$ cat src/rtl/flash_op_pkg.sv
package flash_op_pkg;

    typedef enum logic [1:0] {
        OP_PROG = 2'd0,
        OP_SECT = 2'd1,
        OP_CHIP = 2'd2
    } op_e;

    typedef enum logic [1:0] {
        VD_PASS  = 2'd0,
        VD_WAIT  = 2'd1,
        VD_RECHK = 2'd2,
        VD_FAIL  = 2'd3
    } verdict_e;

    localparam logic [7:0] CMD_UNLOCK_A = 8'hAA;
    localparam logic [7:0] CMD_UNLOCK_B = 8'h55;
    localparam logic [7:0] CMD_PROGRAM  = 8'hA0;
    localparam logic [7:0] CMD_ERASE_SU = 8'h80;
    localparam logic [7:0] CMD_CHIP_GO  = 8'h10;
    localparam logic [7:0] CMD_SECT_GO  = 8'h30;
    localparam logic [7:0] CMD_RESET    = 8'hF0;

    localparam logic [11:0] UA_WORD_1 = 12'h555;
    localparam logic [11:0] UA_WORD_2 = 12'h2AA;
    localparam logic [11:0] UA_BYTE_1 = 12'hAAA;
    localparam logic [11:0] UA_BYTE_2 = 12'h555;

    localparam int BIT_DONE   = 7;
    localparam int BIT_TOGGLE = 6;
    localparam int BIT_LIMIT  = 5;

endpackage

$ cat src/rtl/flash_bus_cycler.sv
module flash_bus_cycler #(
    parameter int AW        = 21,
    parameter int DW        = 16,
    parameter int P_WE_LOW  = 3,
    parameter int P_WE_HIGH = 2,
    parameter int P_RD_ACT  = 2,
    parameter int P_RD_GAP  = 2
) (
    input  logic          clk,
    input  logic          rst_n,
    input  logic          start,
    input  logic          wr,
    input  logic [AW-1:0] addr_in,
    input  logic [DW-1:0] wdata_in,
    output logic          cyc_done,
    output logic [DW-1:0] rdata,
    output logic [AW-1:0] bus_addr,
    output logic [DW-1:0] bus_wdata,
    input  logic [DW-1:0] bus_rdata,
    output logic          we_n,
    output logic          oe_n
);
    localparam int MAX_A = (P_WE_LOW > P_WE_HIGH) ? P_WE_LOW : P_WE_HIGH;
    localparam int MAX_B = (P_RD_ACT > P_RD_GAP) ? P_RD_ACT : P_RD_GAP;
    localparam int MAX_C = (MAX_A > MAX_B) ? MAX_A : MAX_B;
    localparam int CW    = $clog2(MAX_C + 1);

    typedef enum logic [2:0] {C_IDLE, C_WLOW, C_WHIGH, C_RACT, C_RGAP} cyc_st_e;

    cyc_st_e       cst;
    logic [CW-1:0] cnt;
    logic [AW-1:0] addr_q;
    logic [DW-1:0] wdata_q;
    logic [DW-1:0] rdata_q;
    logic          last_q;

    always_ff @(posedge clk or negedge rst_n) begin
        if (!rst_n) begin
            cst     <= C_IDLE;
            cnt     <= '0;
            addr_q  <= '0;
            wdata_q <= '0;
            rdata_q <= '0;
            last_q  <= 1'b0;
        end else begin
            last_q <= 1'b0;
            unique case (cst)
                C_IDLE: begin
                    if (start) begin
                        addr_q  <= addr_in;
                        wdata_q <= wdata_in;
                        if (wr) begin
                            cst <= C_WLOW;
                            cnt <= CW'(P_WE_LOW - 1);
                        end else begin
                            cst <= C_RACT;
                            cnt <= CW'(P_RD_ACT - 1);
                        end
                    end
                end
                C_WLOW: begin
                    if (cnt == '0) begin
                        cst <= C_WHIGH;
                        cnt <= CW'(P_WE_HIGH - 1);
                    end else begin
                        cnt <= cnt - 1'b1;
                    end
                end
                C_WHIGH: begin
                    if (cnt == '0) begin
                        cst    <= C_IDLE;
                        last_q <= 1'b1;
                    end else begin
                        cnt <= cnt - 1'b1;
                    end
                end
                C_RACT: begin
                    if (cnt == '0) begin
                        rdata_q <= bus_rdata;
                        cst     <= C_RGAP;
                        cnt     <= CW'(P_RD_GAP - 1);
                    end else begin
                        cnt <= cnt - 1'b1;
                    end
                end
                C_RGAP: begin
                    if (cnt == '0) begin
                        cst    <= C_IDLE;
                        last_q <= 1'b1;
                    end else begin
                        cnt <= cnt - 1'b1;
                    end
                end
                default: cst <= C_IDLE;
            endcase
        end
    end

    always_comb begin
        we_n      = (cst != C_WLOW);
        oe_n      = (cst != C_RACT);
        bus_addr  = addr_q;
        bus_wdata = wdata_q;
        rdata     = rdata_q;
        cyc_done  = last_q;
    end

endmodule

$ cat src/rtl/flash_cmd_seq.sv
module flash_cmd_seq
    import flash_op_pkg::*;
#(
    parameter int AW = 21,
    parameter int DW = 16
) (
    input  op_e           op,
    input  logic [2:0]    idx,
    input  logic          byte_mode,
    input  logic          abort,
    input  logic [AW-1:0] tgt_addr,
    input  logic [DW-1:0] tgt_data,
    output logic [AW-1:0] seq_addr,
    output logic [DW-1:0] seq_data,
    output logic          seq_last
);
    logic [AW-1:0] ua1, ua2;
    logic [7:0]    cmd;
    logic          use_tgt_addr;
    logic          use_tgt_data;

    always_comb begin
        ua1 = AW'(byte_mode ? UA_BYTE_1 : UA_WORD_1);
        ua2 = AW'(byte_mode ? UA_BYTE_2 : UA_WORD_2);
        cmd          = CMD_RESET;
        use_tgt_addr = 1'b0;
        use_tgt_data = 1'b0;
        seq_last     = 1'b0;
        seq_addr     = ua1;
        if (abort) begin
            seq_addr = '0;
            cmd      = CMD_RESET;
            seq_last = 1'b1;
        end else if (op == OP_PROG) begin
            unique case (idx)
                3'd0:    begin seq_addr = ua1; cmd = CMD_UNLOCK_A; end
                3'd1:    begin seq_addr = ua2; cmd = CMD_UNLOCK_B; end
                3'd2:    begin seq_addr = ua1; cmd = CMD_PROGRAM;  end
                default: begin
                    use_tgt_addr = 1'b1;
                    use_tgt_data = 1'b1;
                    seq_last     = 1'b1;
                end
            endcase
        end else begin
            unique case (idx)
                3'd0:    begin seq_addr = ua1; cmd = CMD_UNLOCK_A; end
                3'd1:    begin seq_addr = ua2; cmd = CMD_UNLOCK_B; end
                3'd2:    begin seq_addr = ua1; cmd = CMD_ERASE_SU; end
                3'd3:    begin seq_addr = ua1; cmd = CMD_UNLOCK_A; end
                3'd4:    begin seq_addr = ua2; cmd = CMD_UNLOCK_B; end
                default: begin
                    seq_last = 1'b1;
                    if (op == OP_SECT) begin
                        use_tgt_addr = 1'b1;
                        cmd          = CMD_SECT_GO;
                    end else begin
                        seq_addr = ua1;
                        cmd      = CMD_CHIP_GO;
                    end
                end
            endcase
        end
        if (use_tgt_addr) seq_addr = tgt_addr;
        seq_data = use_tgt_data ? tgt_data : DW'(cmd);
    end

endmodule

$ cat src/rtl/flash_poll_judge.sv
module flash_poll_judge
    import flash_op_pkg::*;
#(
    parameter int DW = 16
) (
    input  logic          toggle_mode,
    input  logic          recheck,
    input  logic          exp_bit,
    input  logic [DW-1:0] prev_rd,
    input  logic [DW-1:0] cur_rd,
    output verdict_e      verdict
);
    logic complete;

    always_comb begin
        if (toggle_mode) complete = (prev_rd[BIT_TOGGLE] == cur_rd[BIT_TOGGLE]);
        else             complete = (cur_rd[BIT_DONE] == exp_bit);

        if (complete)                verdict = VD_PASS;
        else if (recheck)            verdict = VD_FAIL;
        else if (cur_rd[BIT_LIMIT])  verdict = VD_RECHK;
        else                         verdict = VD_WAIT;
    end

endmodule

$ cat src/rtl/flash_op_ctrl.sv
module flash_op_ctrl
    import flash_op_pkg::*;
#(
    parameter int AW        = 21,
    parameter int DW        = 16,
    parameter int P_WE_LOW  = 3,
    parameter int P_WE_HIGH = 2,
    parameter int P_RD_ACT  = 2,
    parameter int P_RD_GAP  = 2,
    parameter int P_WDOG    = 100000
) (
    input  logic          clk,
    input  logic          rst_n,
    input  logic          cfg_toggle,
    input  logic          cfg_byte,
    input  logic          req_valid,
    input  logic [1:0]    req_op,
    input  logic [AW-1:0] req_addr,
    input  logic [DW-1:0] req_data,
    output logic          req_ack,
    output logic          done,
    output logic          done_ok,
    output logic [AW-1:0] fl_addr,
    output logic [DW-1:0] fl_wdata,
    input  logic [DW-1:0] fl_rdata,
    output logic          fl_ce_n,
    output logic          fl_we_n,
    output logic          fl_oe_n
);
    localparam int WDW = $clog2(P_WDOG + 2);
    localparam logic [DW-1:0] BYTE_MASK = DW'(8'hFF);

    typedef enum logic [3:0] {
        S_IDLE, S_CMD, S_POLL1, S_POLL2, S_RCHK1, S_RCHK2, S_VERIFY, S_ABORT, S_DONE
    } st_e;

    st_e            state, nxt;
    op_e            op_q;
    logic [AW-1:0]  addr_q;
    logic [DW-1:0]  data_q;
    logic           tog_q, byte_q, ok_q, launched_q;
    logic [2:0]     idx_q;
    logic [DW-1:0]  prev_q;
    logic [WDW-1:0] wd_q;

    logic           cyc_start, cyc_wr, cyc_done;
    logic [AW-1:0]  cyc_addr;
    logic [DW-1:0]  cyc_wdata, cyc_rdata;
    logic [AW-1:0]  seq_addr;
    logic [DW-1:0]  seq_data;
    logic           seq_last;
    verdict_e       verdict;
    logic           bus_state, rechk_state, wd_expired;
    logic           exp7;
    logic [DW-1:0]  exp_final, rd_masked;
    op_e            req_op_dec;

    assign req_op_dec = (req_op == 2'd0) ? OP_PROG : (req_op == 2'd1) ? OP_SECT : OP_CHIP;
    assign exp7       = (op_q == OP_PROG) ? data_q[BIT_DONE] : 1'b1;
    assign exp_final  = (op_q == OP_PROG) ? data_q : (byte_q ? BYTE_MASK : '1);
    assign rd_masked  = byte_q ? (cyc_rdata & BYTE_MASK) : cyc_rdata;
    assign wd_expired = (wd_q > WDW'(P_WDOG));
    assign rechk_state = (state == S_RCHK1) || (state == S_RCHK2);

    flash_cmd_seq #(.AW(AW), .DW(DW)) seq_i (
        .op        (op_q),
        .idx       (idx_q),
        .byte_mode (byte_q),
        .abort     (state == S_ABORT),
        .tgt_addr  (addr_q),
        .tgt_data  (data_q),
        .seq_addr  (seq_addr),
        .seq_data  (seq_data),
        .seq_last  (seq_last)
    );

    flash_poll_judge #(.DW(DW)) judge_i (
        .toggle_mode (tog_q),
        .recheck     (rechk_state),
        .exp_bit     (exp7),
        .prev_rd     (prev_q),
        .cur_rd      (cyc_rdata),
        .verdict     (verdict)
    );

    flash_bus_cycler #(
        .AW(AW), .DW(DW), .P_WE_LOW(P_WE_LOW), .P_WE_HIGH(P_WE_HIGH),
        .P_RD_ACT(P_RD_ACT), .P_RD_GAP(P_RD_GAP)
    ) cyc_i (
        .clk       (clk),
        .rst_n     (rst_n),
        .start     (cyc_start),
        .wr        (cyc_wr),
        .addr_in   (cyc_addr),
        .wdata_in  (cyc_wdata),
        .cyc_done  (cyc_done),
        .rdata     (cyc_rdata),
        .bus_addr  (fl_addr),
        .bus_wdata (fl_wdata),
        .bus_rdata (fl_rdata),
        .we_n      (fl_we_n),
        .oe_n      (fl_oe_n)
    );

    // state register
    always_ff @(posedge clk or negedge rst_n) begin
        if (!rst_n) state <= S_IDLE;
        else        state <= nxt;
    end

    // next state
    always_comb begin
        nxt = state;
        unique case (state)
            S_IDLE:  if (req_ack) nxt = S_CMD;
            S_CMD:   if (cyc_done && seq_last) nxt = S_POLL1;
            S_POLL1, S_POLL2: begin
                if (cyc_done) begin
                    if (tog_q && state == S_POLL1) begin
                        nxt = S_POLL2;
                    end else begin
                        unique case (verdict)
                            VD_PASS:  nxt = S_VERIFY;
                            VD_RECHK: nxt = S_RCHK1;
                            VD_WAIT:  nxt = wd_expired ? S_ABORT : S_POLL1;
                            default:  nxt = S_ABORT;
                        endcase
                    end
                end
            end
            S_RCHK1, S_RCHK2: begin
                if (cyc_done) begin
                    if (tog_q && state == S_RCHK1) nxt = S_RCHK2;
                    else nxt = (verdict == VD_PASS) ? S_VERIFY : S_ABORT;
                end
            end
            S_VERIFY: if (cyc_done) nxt = (rd_masked == exp_final) ? S_DONE : S_ABORT;
            S_ABORT:  if (cyc_done) nxt = S_DONE;
            S_DONE:   nxt = S_IDLE;
            default:  nxt = S_IDLE;
        endcase
    end

    // job context and polling bookkeeping
    always_ff @(posedge clk or negedge rst_n) begin
        if (!rst_n) begin
            op_q       <= OP_PROG;
            addr_q     <= '0;
            data_q     <= '0;
            tog_q      <= 1'b0;
            byte_q     <= 1'b0;
            ok_q       <= 1'b0;
            launched_q <= 1'b0;
            idx_q      <= '0;
            prev_q     <= '0;
            wd_q       <= '0;
        end else begin
            if (req_ack) begin
                op_q   <= req_op_dec;
                addr_q <= req_addr;
                data_q <= cfg_byte ? (req_data & BYTE_MASK) : req_data;
                tog_q  <= cfg_toggle;
                byte_q <= cfg_byte;
                ok_q   <= 1'b0;
                idx_q  <= '0;
            end
            if (cyc_start)     launched_q <= 1'b1;
            else if (cyc_done) launched_q <= 1'b0;
            if (cyc_done) begin
                prev_q <= cyc_rdata;
                if (state == S_CMD) idx_q <= idx_q + 1'b1;
            end
            if (state == S_CMD) wd_q <= '0;
            else if (!wd_expired) wd_q <= wd_q + 1'b1;
            if (state == S_VERIFY && nxt == S_DONE) ok_q <= 1'b1;
        end
    end

    // outputs
    always_comb begin
        bus_state = (state != S_IDLE) && (state != S_DONE);
        cyc_start = bus_state && !launched_q;
        cyc_wr    = (state == S_CMD) || (state == S_ABORT);
        cyc_addr  = cyc_wr ? seq_addr : addr_q;
        cyc_wdata = cyc_wr ? seq_data : '0;
        fl_ce_n   = !bus_state;
        req_ack   = (state == S_IDLE) && req_valid;
        done      = (state == S_DONE);
        done_ok   = (state == S_DONE) && ok_q;
    end

endmodule

$ cat config.mk
export PLATFORM = sky130hd
export DESIGN_NAME = flash_op_ctrl
export DESIGN_NICKNAME = d
export VERILOG_FILES = /design/src/rtl/flash_op_pkg.sv /design/src/rtl/flash_bus_cycler.sv /design/src/rtl/flash_cmd_seq.sv /design/src/rtl/flash_poll_judge.sv /design/src/rtl/flash_op_ctrl.sv
export SDC_FILE = /design/constraint.sdc
export NUM_CORES = 1
export LEC_CHECK = 0
export CORE_ASPECT_RATIO = 0.8
export CORE_UTILIZATION = 30
export DETAILED_ROUTE_END_ITERATION = 12
export SETUP_SLACK_MARGIN = 0.4
export SYNTH_ARGS = -nofsm -noshare
export SYNTH_HDL_FRONTEND = slang
export SYNTH_SLANG_ARGS = --single-unit
$ cat constraint.sdc
create_clock -name clk -period 3.7 [get_ports clk]
set_clock_uncertainty 0.15 [all_clocks]
set_input_delay 0.74 -clock clk [delete_from_list [all_inputs] [get_ports clk]]
set_output_delay 0.74 -clock clk [all_outputs]
set_load 0.02 [all_outputs]
---- Word-level counts from Yosys, hierarchy flattened ----
Cells that the tools add are included.
word-level totals
  logic and storage cells ................. 160
  output and inout port bits .............. 43
  register bits ........................... 133
operators by class
  add/sub/neg operators ................... 3
  magnitude comparators ................... 1
  equal/unequal tests ..................... 33
  muxes and demuxes ....................... 71
  reductions and logical operators ........ 35
operator list
  kind                                                   number
  2-to-1 mux 21 bit                                      6
  2-to-1 mux 16 bit                                      6
  case mux 8 bit (3 select lines)                        2
  2-to-1 mux 17 bit                                      2
  2-to-1 mux 4 bit                                       7
  2-to-1 mux 3 bit                                       9
  case mux 4 bit (6 select lines)                        1
  2-to-1 mux 2 bit                                       11
  2-to-1 mux 1 bit                                       19
  adder 17 x 1 -> 17 bit, second input constant          1
  greater-than comparator 17 bit, second input constant  1
  == test 16 bit                                         1
  == test 4 x 3 -> 1 bit, second input constant          4
  2-to-1 mux 8 bit                                       2
  == test 3 x 2 -> 1 bit, second input constant          4
  2-to-1 mux 12 bit                                      1
  case mux 3 bit (4 select lines)                        1
  OR reduction 2 bit                                     6
  2-to-1 mux 11 bit                                      1
  != test 2 x 1 -> 1 bit, second input constant          5
  case mux 3 bit (3 select lines)                        1
  == test 4 x 2 -> 1 bit, second input constant          2
  == test 4 bit, second input constant                   2
  logical AND 1 bit                                      8
  27 further kinds                                       40

---- Logic depth before layout (Yosys ltp) ----
  depth in word-level cells ............... 13
  gate-level depth with buffers ........... 10

---- Hierarchy ----
A second synthesis with hierarchy kept.
second synthesis, totals
  cells, all modules ...................... 738
  area, all modules ....................... 7423.4 um2
modules (own cells, without submodules)
  module            cells each  seq. area each (um2)  area each (um2)  times used
  flash_op_ctrl     476         2077.0                4379.2           1
  flash_bus_cycler  158         1476.4                2411.1           1
  flash_cmd_seq     97          0.0                   589.3            1
  flash_poll_judge  7           0.0                   43.8             1

---- Least setup slack after synthesis ----
OpenSTA, ideal clock, no wires.
  path kind ............................... register to output
  start ................................... register state[2]
  end ..................................... output port req_ack
  buffers on the path ..................... 2
  path slack .............................. 0.741 ns
  cell stages (with the launch flop) ...... 6
  arrival ................................. 2.069 ns
  cell sequence ........................... dfrtp_1 -> clkbuf_1 -> nor3_1 -> nand3b_1 -> inv_1 -> clkbuf_1
between the ends
  word-level cells in the longest chain between the ends .. 2
ends and longest elaborated chain
  item                      RTL line              RTL
  start: declaration        flash_op_ctrl.sv:37   st_e state, nxt;
  start signal: assignment  flash_op_ctrl.sv:108  else state <= nxt;
  logical NOT 4 bit         flash_op_ctrl.sv:187  req_ack = (state == S_IDLE) && req_valid;
  logical AND 1 bit         flash_op_ctrl.sv:187
  end: declaration          flash_op_ctrl.sv:20   output logic req_ack,
No other way between the ends.

---- Final worst setup path ----
Ends and elaborated chain as after synthesis.

==> flow_metrics.py <==
metrics = {
    "outcome": {
        "status": "complete, no violations",
    },
    "sta": {
        "tightest_slew_ns": 1.012,
        "setup_viol": 0,
        "rsz0062_at_grt": "no",
        "slew_violations": 0,
        "hold_viol": 0,
        "final.setup.tns_ns": 0,
        "fin_crit_sh": 0.8379,
        "period_needed_ns": 3.100,
        "max_slew_margin": 0.3156,
        "max_freq_mhz": 322.6,
    },
    "place": {
        "io_buffers": 102,
        "dp_hpwl_um": 11670,
        "placed_cells": 1045,
        "place_area_mm2": 0.007677,
        "gp_congestion": 0.8429,
    },
    "clock_tree": {
        "cts_root_buf": "clkbuf_16",
        "cts.repair.resized": 0,
        "cts_tree": "built",
        "clk_pin_slew_ns": 0.06,
        "htreeDepth": 4,
        "clock_path_buffers": 2,
        "cts_hold_buffers": 0,
        "post_cts.repair.setup_buffers": 0,
        "worstSkewPairLatency_ns": 0.41,
        "cts_buffers": 17,
        "cts_sinks": 127,
    },
    "run": {
        "max_cap_viol_count": 0,
    },
    "yosys": {
        "synth_cells": 704,
        "synth_cell_types": 59,
        "ys_ff_latch": 127,
        "syn-cell-area_mm2": 0.006387,
        "synth_ff_type": "dfrtp_1",
        "synth.top_cell.area_share": 0.4976,
        "yosysMostFrequentCell": "nand2_1",
        "async_reset_ff_frac": 1.000,
        "avgSynthCellArea_um2": 9.073,
        "synth_common_cells": "nand2_1 (147), dfrtp_1 (127), nor2_1 (67)",
        "synth_nets": 775,
        "synth_warnings": 0,
        "synth.largest_area_cell": "dfrtp_1",
        "synthTopCellsByArea": "dfrtp_1 (50%), nand2_1 (8.6%), nor2_1 (3.9%), mux2_2 (3.0%), o21ai_0 (2.7%)",
        "synth_edf_count": 0,
        "seq_area_frac_synth": 0.4976,
    },
    "detailed_routing": {
        "routedWlPerCell_um": 15.49,
        "routed_via_density": 4.947,
        "via_count": 5328,
        "ant_nets": 0,
        "wl_um": 16690,
        "drtIter0Drc": 312,
        "firstDrtPassIters": 4,
        "route.detailed.drc": 0,
    },
    "finish": {
        "finalInstanceArea_mm2": 0.008260,
        "multi_input_area_mm2": 0.002985,
        "instances_no_fill": 1077,
        "fill_cells": 2078,
        "drive_gt1_frac": 0.08787,
        "post-route-util": 0.3979,
        "nets": 866,
        "diodes": 0,
        "syn_to_final_growth_pct": 29.32,
        "ff_latch_area_mm2": 0.003178,
    },
    "worst_setup_path": {
        "endpoint": "req_ack",
        "path_class": "reg2out",
        "r2r_slack_ns": 0.91,
        "crit_cells": 5,
        "cp-start-kind": "flip-flop",
        "critPathRequiredTime_ns": 2.81,
        "worstSetupEndpointType": "output pin",
        "critical_path.max_stage_delay_ns": 0.63,
        "worstRegToRegCells": 8,
        "slowest_stage": "clkdlybuf4s50_1",
        "cp_max_fo": 11,
        "r2r_start": "idx_q[0]",
        "path_delay_family": "buffers and inverters",
        "startpoint": "state[2]",
        "timing.rr.end": "cyc_i.bus_addr[8]",
        "cp_cell_sequence": "nor3_1 -> buf_4 -> nand3b_1 -> inv_1 -> clkdlybuf4s50_1",
        "cp_num_buf_inv": 3,
        "critPathArrivalTime_ns": 2.21,
    },
    "global_route": {
        "grt_pass1_vias": 5113,
        "grtUsageTotal": 0.1614,
        "grt_pass1_wl_um": 27660,
        "antenna_found_initial": 0,
        "grt_overflow": 0,
        "grt_start_max_net_pins": 61,
    },
    "die": {
        "die_w_um": 165.1,
        "pin_count": 103,
        "die_area_mm2": 0.02188,
        "die_y_um": 132.5,
        "num_rows": 47,
        "coreArea_mm2": 0.02076,
        "initial_core_util": 0.3077,
    },
    "power_and_ir_drop": {
        "total_power_mw": 6.731,
        "leakage_nw": 3.645,
        "power_density_mw_per_mm2": 814.9,
        "peakVddDrop_v": 0.0004617,
    },
    "min_path": {
        "min_path_type": "in2async",
    },
}
## how the worst min path moves through the flow
| stage | from | endpoint | slack (ns) | cells past startpoint |
|---|---|---|---|---|
| 6_report | rst_n | cyc_i.cnt[1] | 0.18 | 1 |
| 3_3_place_gp | addr_q[16] | addr_q[16] | 0.31 | 2 |
| 4_1_cts | rst_n | cyc_i.cnt[1] | 0.21 | 1 |
| 3_5_place_dp | addr_q[16] | addr_q[16] | 0.31 | 2 |
| 2_1_floorplan | rst_n | addr_q[0] | 0.29 | 0 |
| 5_1_grt | rst_n | cyc_i.cnt[0] | 0.23 | 1 |
## where the power goes
part           switching (mW)  internal [mW]
sequential              0.614           1.91
combinational            1.45           1.12
clock                   0.635           1.01
## sequential cells by signal, indices dropped and copies added, names as in the netlist, 2 cells and up
| register | count |
|---|---|
| data_q | 16 |
| cyc_i.bus_addr | 21 |
| addr_q | 21 |
| cyc_i.cst | 3 |
| idx_q | 3 |
| wd_q | 17 |
| cyc_i.bus_wdata | 16 |
| state | 4 |
| cyc_i.rdata | 16 |
| cyc_i.cnt | 2 |
| op_q | 2 |
## cell usage in the layout (no fill, tap or decap), types with 4 or more instances in the layout
cell type and instances:
a311oi_1 4, a31oi_1 7, nor2_1 67, clkbuf_16 17
nand3_1 25, nand2b_1 18, a211oi_1 4, o21ai_0 34
clkdlybuf4s50_1 101, xor2_1 16, a21oi_1 29, dfrtp_1 127
nor3_1 14, mux2_2 17, buf_4 10, a22o_1 13
nor4b_1 4, nor2b_1 10, and2_1 10, clkinvlp_4 4
ha_1 11, inv_1 19, nand2_1 147, nand4_1 17
o31ai_1 7, and3_1 6
## metrics by stage
step                hold WS, ns  setup slack, ns
global route             0.2295           0.4878
floorplan                0.2944           0.7406
detailed placement       0.3122           0.6832
CTS                      0.2091           0.5467
global placement         0.3069           0.6628
finish                   0.1816           0.5998
## cell families after synthesis
kind of cell / count (synthesis) / synth area share
AOI/OAI and AO/OA: 126 / 0.1293
xor gates and xnor gates: 19 / 0.02605
adders and majority gates: 11 / 0.02155
buffers and inverters: 59 / 0.03722
DFF: 127 / 0.4976
muxes: 20 / 0.03467
and+or+nand+nor: 342 / 0.2537
## routing by layer
layer,GRT usage,wire length (um),vias to the layer above
met3,0.03856,1087,11
met5,0,0,-
met1,0.2501,8675,2526
met4,0.04027,156,0
li1,-,-,2630
met2,0.2206,6769,161
## area by class of cell
type / count / share of cell area
clock buffer: 19 / 0.05362
sequential: 127 / 0.3847
timing repair buffer: 112 / 0.1339
clock inverter: 13 / 0.01696
multi-input combinational: 518 / 0.3614
tap: 269 / 0.04075
inverter: 19 / 0.008634
## worst register-to-register path, cell delays in order, from the launching register on
cell and delay [ns]:
dfrtp_1 0.46, inv_1 0.15, ha_1 0.27, nor3_1 0.09, o21ai_1 0.42, nand3_1 0.21, o21ai_0 0.75, a21oi_1 0.10
nor2_1 0.13
Power figures use the tool's default switching activity.
